File: src/rtl/cellpkg.sv
package cellpkg;

    typedef enum logic {
        HA_CFG = 1'b0,
        HA_REG = 1'b1
    } host_addr_e;

    // constant zero + four neighbours + bus lines + own register
    function automatic int src_count(input int lanes);
        return 6 + lanes;
    endfunction

    function automatic int src_width(input int lanes);
        return $clog2(6 + lanes);
    endfunction

endpackage

File: src/rtl/cell_src_mux.sv
module cell_src_mux #(
    parameter int NSRC  = 8,
    parameter int SRC_W = 3
) (
    input  logic [NSRC-1:0]  src_vec,
    input  logic [SRC_W-1:0] sel,
    output logic             y
);

    always_comb begin
        y = 1'b0;
        for (int i = 0; i < NSRC; i++) begin
            if (sel == SRC_W'(i)) begin
                y = src_vec[i];
            end
        end
    end

endmodule

File: src/rtl/cell_mux_core.sv
module cell_mux_core (
    input  logic clk,
    input  logic rst_n,
    input  logic x_sel,
    input  logic x_lo,
    input  logic x_hi,
    input  logic inv_lo,
    input  logic inv_hi,
    output logic f
);

    logic leg_lo;
    logic leg_hi;

    always_comb begin
        leg_lo = x_lo ^ inv_lo;
        leg_hi = x_hi ^ inv_hi;
        f      = x_sel ? leg_hi : leg_lo;
    end


    same_leg_chk: assert property (@(posedge clk) disable iff (!rst_n)
        (x_lo == x_hi && inv_lo == inv_hi) |-> (f == (x_lo ^ inv_lo)));

endmodule

File: src/rtl/cell_state.sv
module cell_state
    import cellpkg::*;
#(
    parameter int SRC_W = 3,
    localparam int CFG_W = 3 * SRC_W + 4
) (
    input  logic             clk,
    input  logic             rst_n,
    input  logic             host_we,
    input  logic             host_addr,
    input  logic [CFG_W-1:0] host_wdata,
    input  logic             f_in,
    output logic [CFG_W-1:0] cfg_o,
    output logic             reg_o
);

    typedef struct packed {
        logic             protect;
        logic             seq;
        logic             inv_hi;
        logic             inv_lo;
        logic [SRC_W-1:0] sel_hi;
        logic [SRC_W-1:0] sel_lo;
        logic [SRC_W-1:0] sel_x;
    } cfg_t;

    typedef struct packed {
        cfg_t cfg;
        logic q;
    } state_t;

    state_t state_d;
    state_t state_q;
    logic   wr_cfg;
    logic   wr_reg;

    always_comb begin
        wr_cfg  = host_we && (host_addr == HA_CFG);
        wr_reg  = host_we && (host_addr == HA_REG);
        state_d = state_q;
        if (wr_cfg) begin
            state_d.cfg = cfg_t'(host_wdata);
        end
        if (wr_reg) begin
            state_d.q = host_wdata[0];
        end else if (!state_q.cfg.protect) begin
            state_d.q = f_in;
        end
    end

    always_ff @(posedge clk or negedge rst_n) begin
        if (!rst_n) begin
            state_q <= '0;
        end else begin
            state_q <= state_d;
        end
    end

    assign cfg_o = state_q.cfg;
    assign reg_o = state_q.q;


    cfg_load_chk: assert property (@(posedge clk) disable iff (!rst_n)
        (host_we && host_addr == HA_CFG) |=> (cfg_o == $past(host_wdata)));


    track_f_chk: assert property (@(posedge clk) disable iff (!rst_n)
        (!state_q.cfg.protect && !(host_we && host_addr == HA_REG)) |=> (reg_o == $past(f_in)));


    protect_hold_chk: assert property (@(posedge clk) disable iff (!rst_n)
        (state_q.cfg.protect && !(host_we && host_addr == HA_REG)) |=> $stable(reg_o));


    host_wins_chk: assert property (@(posedge clk) disable iff (!rst_n)
        (host_we && host_addr == HA_REG) |=> (reg_o == $past(host_wdata[0])));

endmodule

File: src/rtl/flexcell.sv
module flexcell
    import cellpkg::*;
#(
    parameter int LANES = 2,
    localparam int NSRC  = src_count(LANES),
    localparam int SRC_W = src_width(LANES),
    localparam int CFG_W = 3 * SRC_W + 4
) (
    input  logic             clk,
    input  logic             rst_n,
    input  logic             nb_n,
    input  logic             nb_e,
    input  logic             nb_s,
    input  logic             nb_w,
    input  logic [LANES-1:0] lane_in,
    input  logic             host_we,
    input  logic             host_addr,
    input  logic [CFG_W-1:0] host_wdata,
    output logic [CFG_W-1:0] host_rdata,
    output logic             cell_out
);

    localparam int NOPS = 3;

    logic [CFG_W-1:0] cfg_w;
    logic             reg_w;
    logic             f_w;
    logic [NSRC-1:0]  src_vec;
    logic [NOPS-1:0]  opnd;
    logic             cfg_seq;
    logic             cfg_protect;
    logic             cfg_inv_lo;
    logic             cfg_inv_hi;

    // source order follows the code table: zero, N, E, S, W, lanes, own register
    assign src_vec = {reg_w, lane_in, nb_w, nb_s, nb_e, nb_n, 1'b0};

    assign cfg_inv_lo  = cfg_w[3*SRC_W];
    assign cfg_inv_hi  = cfg_w[3*SRC_W+1];
    assign cfg_seq     = cfg_w[3*SRC_W+2];
    assign cfg_protect = cfg_w[3*SRC_W+3];

    // operand 0 drives the select, 1 the low leg, 2 the high leg
    for (genvar g = 0; g < NOPS; g++) begin : g_opnd
        cell_src_mux #(
            .NSRC  (NSRC),
            .SRC_W (SRC_W)
        ) u_src (
            .src_vec (src_vec),
            .sel     (cfg_w[g*SRC_W +: SRC_W]),
            .y       (opnd[g])
        );
    end

    cell_mux_core u_core (
        .clk    (clk),
        .rst_n  (rst_n),
        .x_sel  (opnd[0]),
        .x_lo   (opnd[1]),
        .x_hi   (opnd[2]),
        .inv_lo (cfg_inv_lo),
        .inv_hi (cfg_inv_hi),
        .f      (f_w)
    );

    cell_state #(
        .SRC_W (SRC_W)
    ) u_state (
        .clk        (clk),
        .rst_n      (rst_n),
        .host_we    (host_we),
        .host_addr  (host_addr),
        .host_wdata (host_wdata),
        .f_in       (f_w),
        .cfg_o      (cfg_w),
        .reg_o      (reg_w)
    );

    always_comb begin
        cell_out   = cfg_seq ? reg_w : f_w;
        host_rdata = (host_addr == HA_REG) ? {{(CFG_W-1){1'b0}}, reg_w} : cfg_w;
    end


    seq_hold_chk: assert property (@(posedge clk) disable iff (!rst_n)
        (cfg_seq && cfg_protect && !host_we) |=> $stable(cell_out));

endmodule

File: config.mk
export PLATFORM = sky130hd
export DESIGN_NAME = flexcell
export DESIGN_NICKNAME = d
export VERILOG_FILES = /design/src/rtl/cellpkg.sv /design/src/rtl/cell_src_mux.sv /design/src/rtl/cell_mux_core.sv /design/src/rtl/cell_state.sv /design/src/rtl/flexcell.sv
export SDC_FILE = /design/constraint.sdc
export NUM_CORES = 1
export LEC_CHECK = 0
export BUFFER_PORTS_ARGS = -buffer_cell sky130_fd_sc_hd__buf_2
export CAP_MARGIN = 5
export CORE_ASPECT_RATIO = 1.1
export CORE_MARGIN = 2
export CORE_UTILIZATION = 46
export CTS_CLUSTER_SIZE = 25
export DETAILED_ROUTE_END_ITERATION = 6
export PLACE_DENSITY = 0.84
export REMOVE_ABC_BUFFERS = 1
export SLEW_MARGIN = 10
export SYNTH_ARGS = -nofsm -noshare
export SYNTH_HDL_FRONTEND = slang
export SYNTH_SLANG_ARGS = --single-unit
File: constraint.sdc
create_clock -name clk -period 1.8 [get_ports clk]
set_input_delay 0.18 -clock clk [delete_from_list [all_inputs] [get_ports clk]]
set_output_delay 0.18 -clock clk [all_outputs]
set_load 0.005 [all_outputs]
# Yosys cells after proc, flatten, opt, wreduce, memory -nomap -nowiden
# Index checks and enable logic that the tools add are counted.
[classes]
n_reduce_logical = 2
bitwise_logic = 3
muxes = 26
eq_ne = 22
[op_table]
columns = ["op", "count"]
rows = [
  ["$eq A3 B3 Y1 const B", 12],
  ["$mux W1", 25],
  ["$eq A3 B2 Y1 const B", 6],
  ["$mux W13", 1],
  ["$eq A3 B1 Y1 const B", 3],
  ["$logic_and A1 B1 Y1", 2],
  ["$ne A2 B2 Y1 const B", 1],
  ["$xor A1 B1 Y1", 2],
  ["$not A1 Y1", 1],
]
[word_totals]
ff_bits = 14
word_cells = 61
out_inout_bits = 14

# Logic depth before layout (Yosys ltp)
[logic_depth]
depth_word = 12
depth_mapped = 6
depth_no_buf = 5

# By module
# A second synthesis with hierarchy kept.
[unflattened]
cells_unflattened = 60
area_unflattened_um2 = 954.7
[by_module_without_submodules]
columns = ["mod", "cells_each", "instances", "area_per_inst_um2"]
rows = [
  ["cell_state", 32, 1, 594.3],
  ["cell_src_mux", 3, 3, 63.8],
  ["flexcell", 16, 1, 141.4],
  ["cell_mux_core", 3, 1, 27.5],
]

# Worst setup path after synthesis
# OpenSTA, ideal clock, no wires.
[synth_path]
path_kind = "register to output"
from = "register u_state.state_q, in the netlist u_state.cfg_o[3]"
to = "output cell_out"
n_path_buf = 1
arrival_ns = 1.478
path_slack_ns = 0.142
path_stages_with_launch = 7
t_required_ns = 1.620
cell_sequence = "dfrtp_1 -> buf_6 -> mux2i_1 -> mux4_2 -> xnor2_2 -> nor3b_1 -> nor3_1"
[synth_between]
elab_chain_cells = 11
elab_cells_between_ends = 17
[synth_lines]
columns = ["item", "line", "rtl"]
rows = [
  ["from (decl)", "cell_state.sv:33", "state_t state_q;"],
  ["from (signal assigned)", "cell_state.sv:55", "state_q <= state_d;"],
  ["$eq A3 B1 Y1", "cell_src_mux.sv:13", "if (sel == SRC_W'(i)) begin"],
  ["$mux W1 (6 in a row)", "cell_src_mux.sv:13", ""],
  ["$mux W1 (*)", "cell_src_mux.sv:13", ""],
  ["$xor A1 B1 Y1 (*)", "cell_mux_core.sv:16", "leg_lo = x_lo ^ inv_lo;"],
  ["$mux W1 (*)", "cell_mux_core.sv:18", "f = x_sel ? leg_hi : leg_lo;"],
  ["$mux W1 (*)", "flexcell.sv:80", "cell_out = cfg_seq ? reg_w : f_w;"],
  ["to (decl)", "flexcell.sv:20", "output logic cell_out"],
]
# Every way passes the cells marked *; elsewhere a longest branch is shown, timed or not.

# Worst setup path after layout
# Same ends and word-level chain as after synthesis.

==> run summary <==
CP delay by family, top - multiplexers
Achievable Freq - 482 MHz
global-route wire length before repair - 3280 um
via count - 727
Hold Path Sink - u_state.cfg_o[9]
Setup Viol. Count Final - 1
final antenna-violating net count - 0
WP depth - 6
clock-pin slew on the worst setup and hold paths - 0.09 ns
worst setup slack after layout - -0.276 ns
start of the worst register-to-register path - u_state.cfg_o[3]
final non-filler cell total - 132
P_leak - 0.546 nW
initial antenna violation count - 0
register area share after synthesis - 0.401
register bit total from synthesis - 14
RSZ-0062 raised after global routing - true
Syn Inst Count - 74
Hold Path Class - input pin to register
endpoint class of the critical path - output port
Avg Cell Area, Syn - 11.8 um^2
Worst EP required - 1.62 ns
initial DRC count - 2
CTS Sinks - 14
slew margin rel. - 0.779
number of global-route vias before repair - 737
Clk Latency, worst-skew pair - 0.29 ns
drt drc - 0
layout cell share with drive strength beyond 1 - 0.596
synthesized area - 875 um^2
H-Tree Depth - 1
global router's overall resource usage - 0.194
min-delay src - host_wdata[9]
Ys Warns - 0
Post-Route WL - 1890 um
worst vdd ir - 0.693 mV
detailed-route vias per instance - 5.51
Die X - 45.6 um
CORE AREA - 1780 um^2
die area - 2270 um^2
final core utilization - 0.646
R2R setup slack - 0.07 ns
FP Rows - 16
CTS root buf - clkbuf_4
crit-path cells - mux2i_1, mux4_2, xnor2_2, nor3b_2, nor3_2, buf_2
Routed WL per cell - 14.3 um
CP arrival - 1.90 ns
CP Launch Type - register
Die Y - 49.7 um
initial core utilization - 0.491
Post-Route Skew - 0.00325 ns
CP peak stage delay - 0.51 ns
Ports - 37
Final Hold Fails - 0
synth-to-layout area growth - 31.6%
Setup CP Type - register to output port
drt pass-1 iters - 4
Hold Crit Depth - 2
Final Critical Period - 2.08 ns
outcome - finished with violations
largest net degree at the start of global routing - 18
Buf/Inv on CP - 1
crit path max fanout - 6
Tcrit/Tclk final - 1.15
Post-DP HPWL - 1490 um
PwrDens - 894 nW/um^2
total grt overflow - 0
TritonCTS clock tree - done
largest buffer count on any clock path - 2
failing checks - negative setup slack
worst-margin pin slew - 0.331 ns
# placed instances - 126
Crit-path slowest cell - mux4_2
Slew Viols, Final - 0
gp weighted congestion - 0.814
IO Port Bufs - 36
total CTS buffers - 3
max cap viols - 0
Yosys cell types - 20
worst r2r path cells - 6
reg2reg end - u_state.reg_o
nets - 138
Ant. Diodes - 0
cell families after synthesis:
family	synth area share
multiplexers	0.338
AND/OR/NAND/NOR	0.160
flip-flops	0.401
AO/OA/AOI/OAI	0.0515
buffers and inverters	0.0315
XOR/XNOR	0.0186
what timing repair did:
item / CTS / global route
hold buffers: 1 / 0
hold endpoints to repair: 14 / 0
pin swaps: 0 / 4
setup buffers: 0 / 1
gates resized for setup: 2 / 6
setup endpoints to repair: 1 / 1
stage by stage:
step / cell area [um^2] / worst slack (ns) / hold slack (ns) / power (W) / TNS (ns)
3_5_place_dp: 1060 / -0.00251 / 0.0925 / 0.000760 / -0.00251
2_1_floorplan: 847 / 0.171 / -0.116 / 0.000636 / 0
3_3_place_gp: 1060 / 0.0199 / 0.0881 / 0.000745 / 0
6_report: 1150 / -0.276 / 0.117 / 0.00103 / -0.276
5_1_grt: 1150 / -0.354 / 0.118 / 0.00110 / -0.363
4_1_cts: 1120 / -0.298 / 0.115 / 0.000996 / -0.298
registers in the layout, indices dropped and copies added, names as in the netlist:
name / flops
u_state.cfg_o: 13
u_state.reg_o: 1
power by group:
| group | total, W | leakage [nW] | internal, W | switching, W |
|---|---|---|---|---|
| clock network | 0.000231 | 0.0210 | 0.000123 | 0.000108 |
| logic | 0.000360 | 0.364 | 0.000225 | 0.000136 |
| registers | 0.000437 | 0.162 | 0.000368 | 0.0000693 |
routing by layer:
layer | GRT usage | routed length, um | vias to the layer above
li1 | - | - | 349
met5 | 0 | 0 | -
met1 | 0.272 | 785 | 351
met2 | 0.308 | 972 | 25
met3 | 0.0220 | 117 | 2
met4 | 0.0588 | 12 | 0
area by class of cell:
type                       instances  area (um^2)
timing repair buffer              40          213
tap                               18         22.5
clock buffer                       4         36.3
sequential                        14          354
fill                             155          631
multi-input combinational         56          526
layout by cell type (no fill, tap or decap), drive strengths merged:
cell type,count
buf,39
nor2b,15
mux2,14
dfrtp,14
mux2i,7
nand2,4
clkbuf,4
mux4,3
a21oi,3
nor3,2
xnor2,1
nor3b,1
a211o,1
and3,1
nor4,1
a21o,1
a31oi,1
o31ai,1
dlygate4sd3,1
Yosys cell counts:
library cell,instances,area share
nor2b_1,15,0.11
a21oi_1,3,0.017
mux2i_1,7,0.080
a31oi_1,1,0.0072
buf_4,1,0.0086
mux4_2,3,0.077
clkbuf_1,1,0.0043
nor4_1,1,0.0072
nand2_1,4,0.017
dfrtp_1,14,0.40
a21o_1,1,0.0086
a211o_1,1,0.010
nor3b_1,1,0.0086
buf_6,1,0.013
mux2_2,14,0.18
xnor2_2,1,0.019
nor3_1,2,0.011
buf_2,1,0.0057
o31ai_1,1,0.0086
and3_2,1,0.0086
how the worst max path moves through the flow:
stage | slack (ns) | end | from
final | -0.28 | cell_out | u_state.cfg_o[3]
after detailed placement | -0.003 | cell_out | u_state.cfg_o[3]
after global routing | -0.35 | cell_out | u_state.cfg_o[3]
after floorplan | 0.17 | cell_out | u_state.cfg_o[3]
after CTS | -0.30 | cell_out | u_state.cfg_o[3]
after global placement | 0.02 | cell_out | u_state.cfg_o[3]
(Power assumes the default switching activity.)
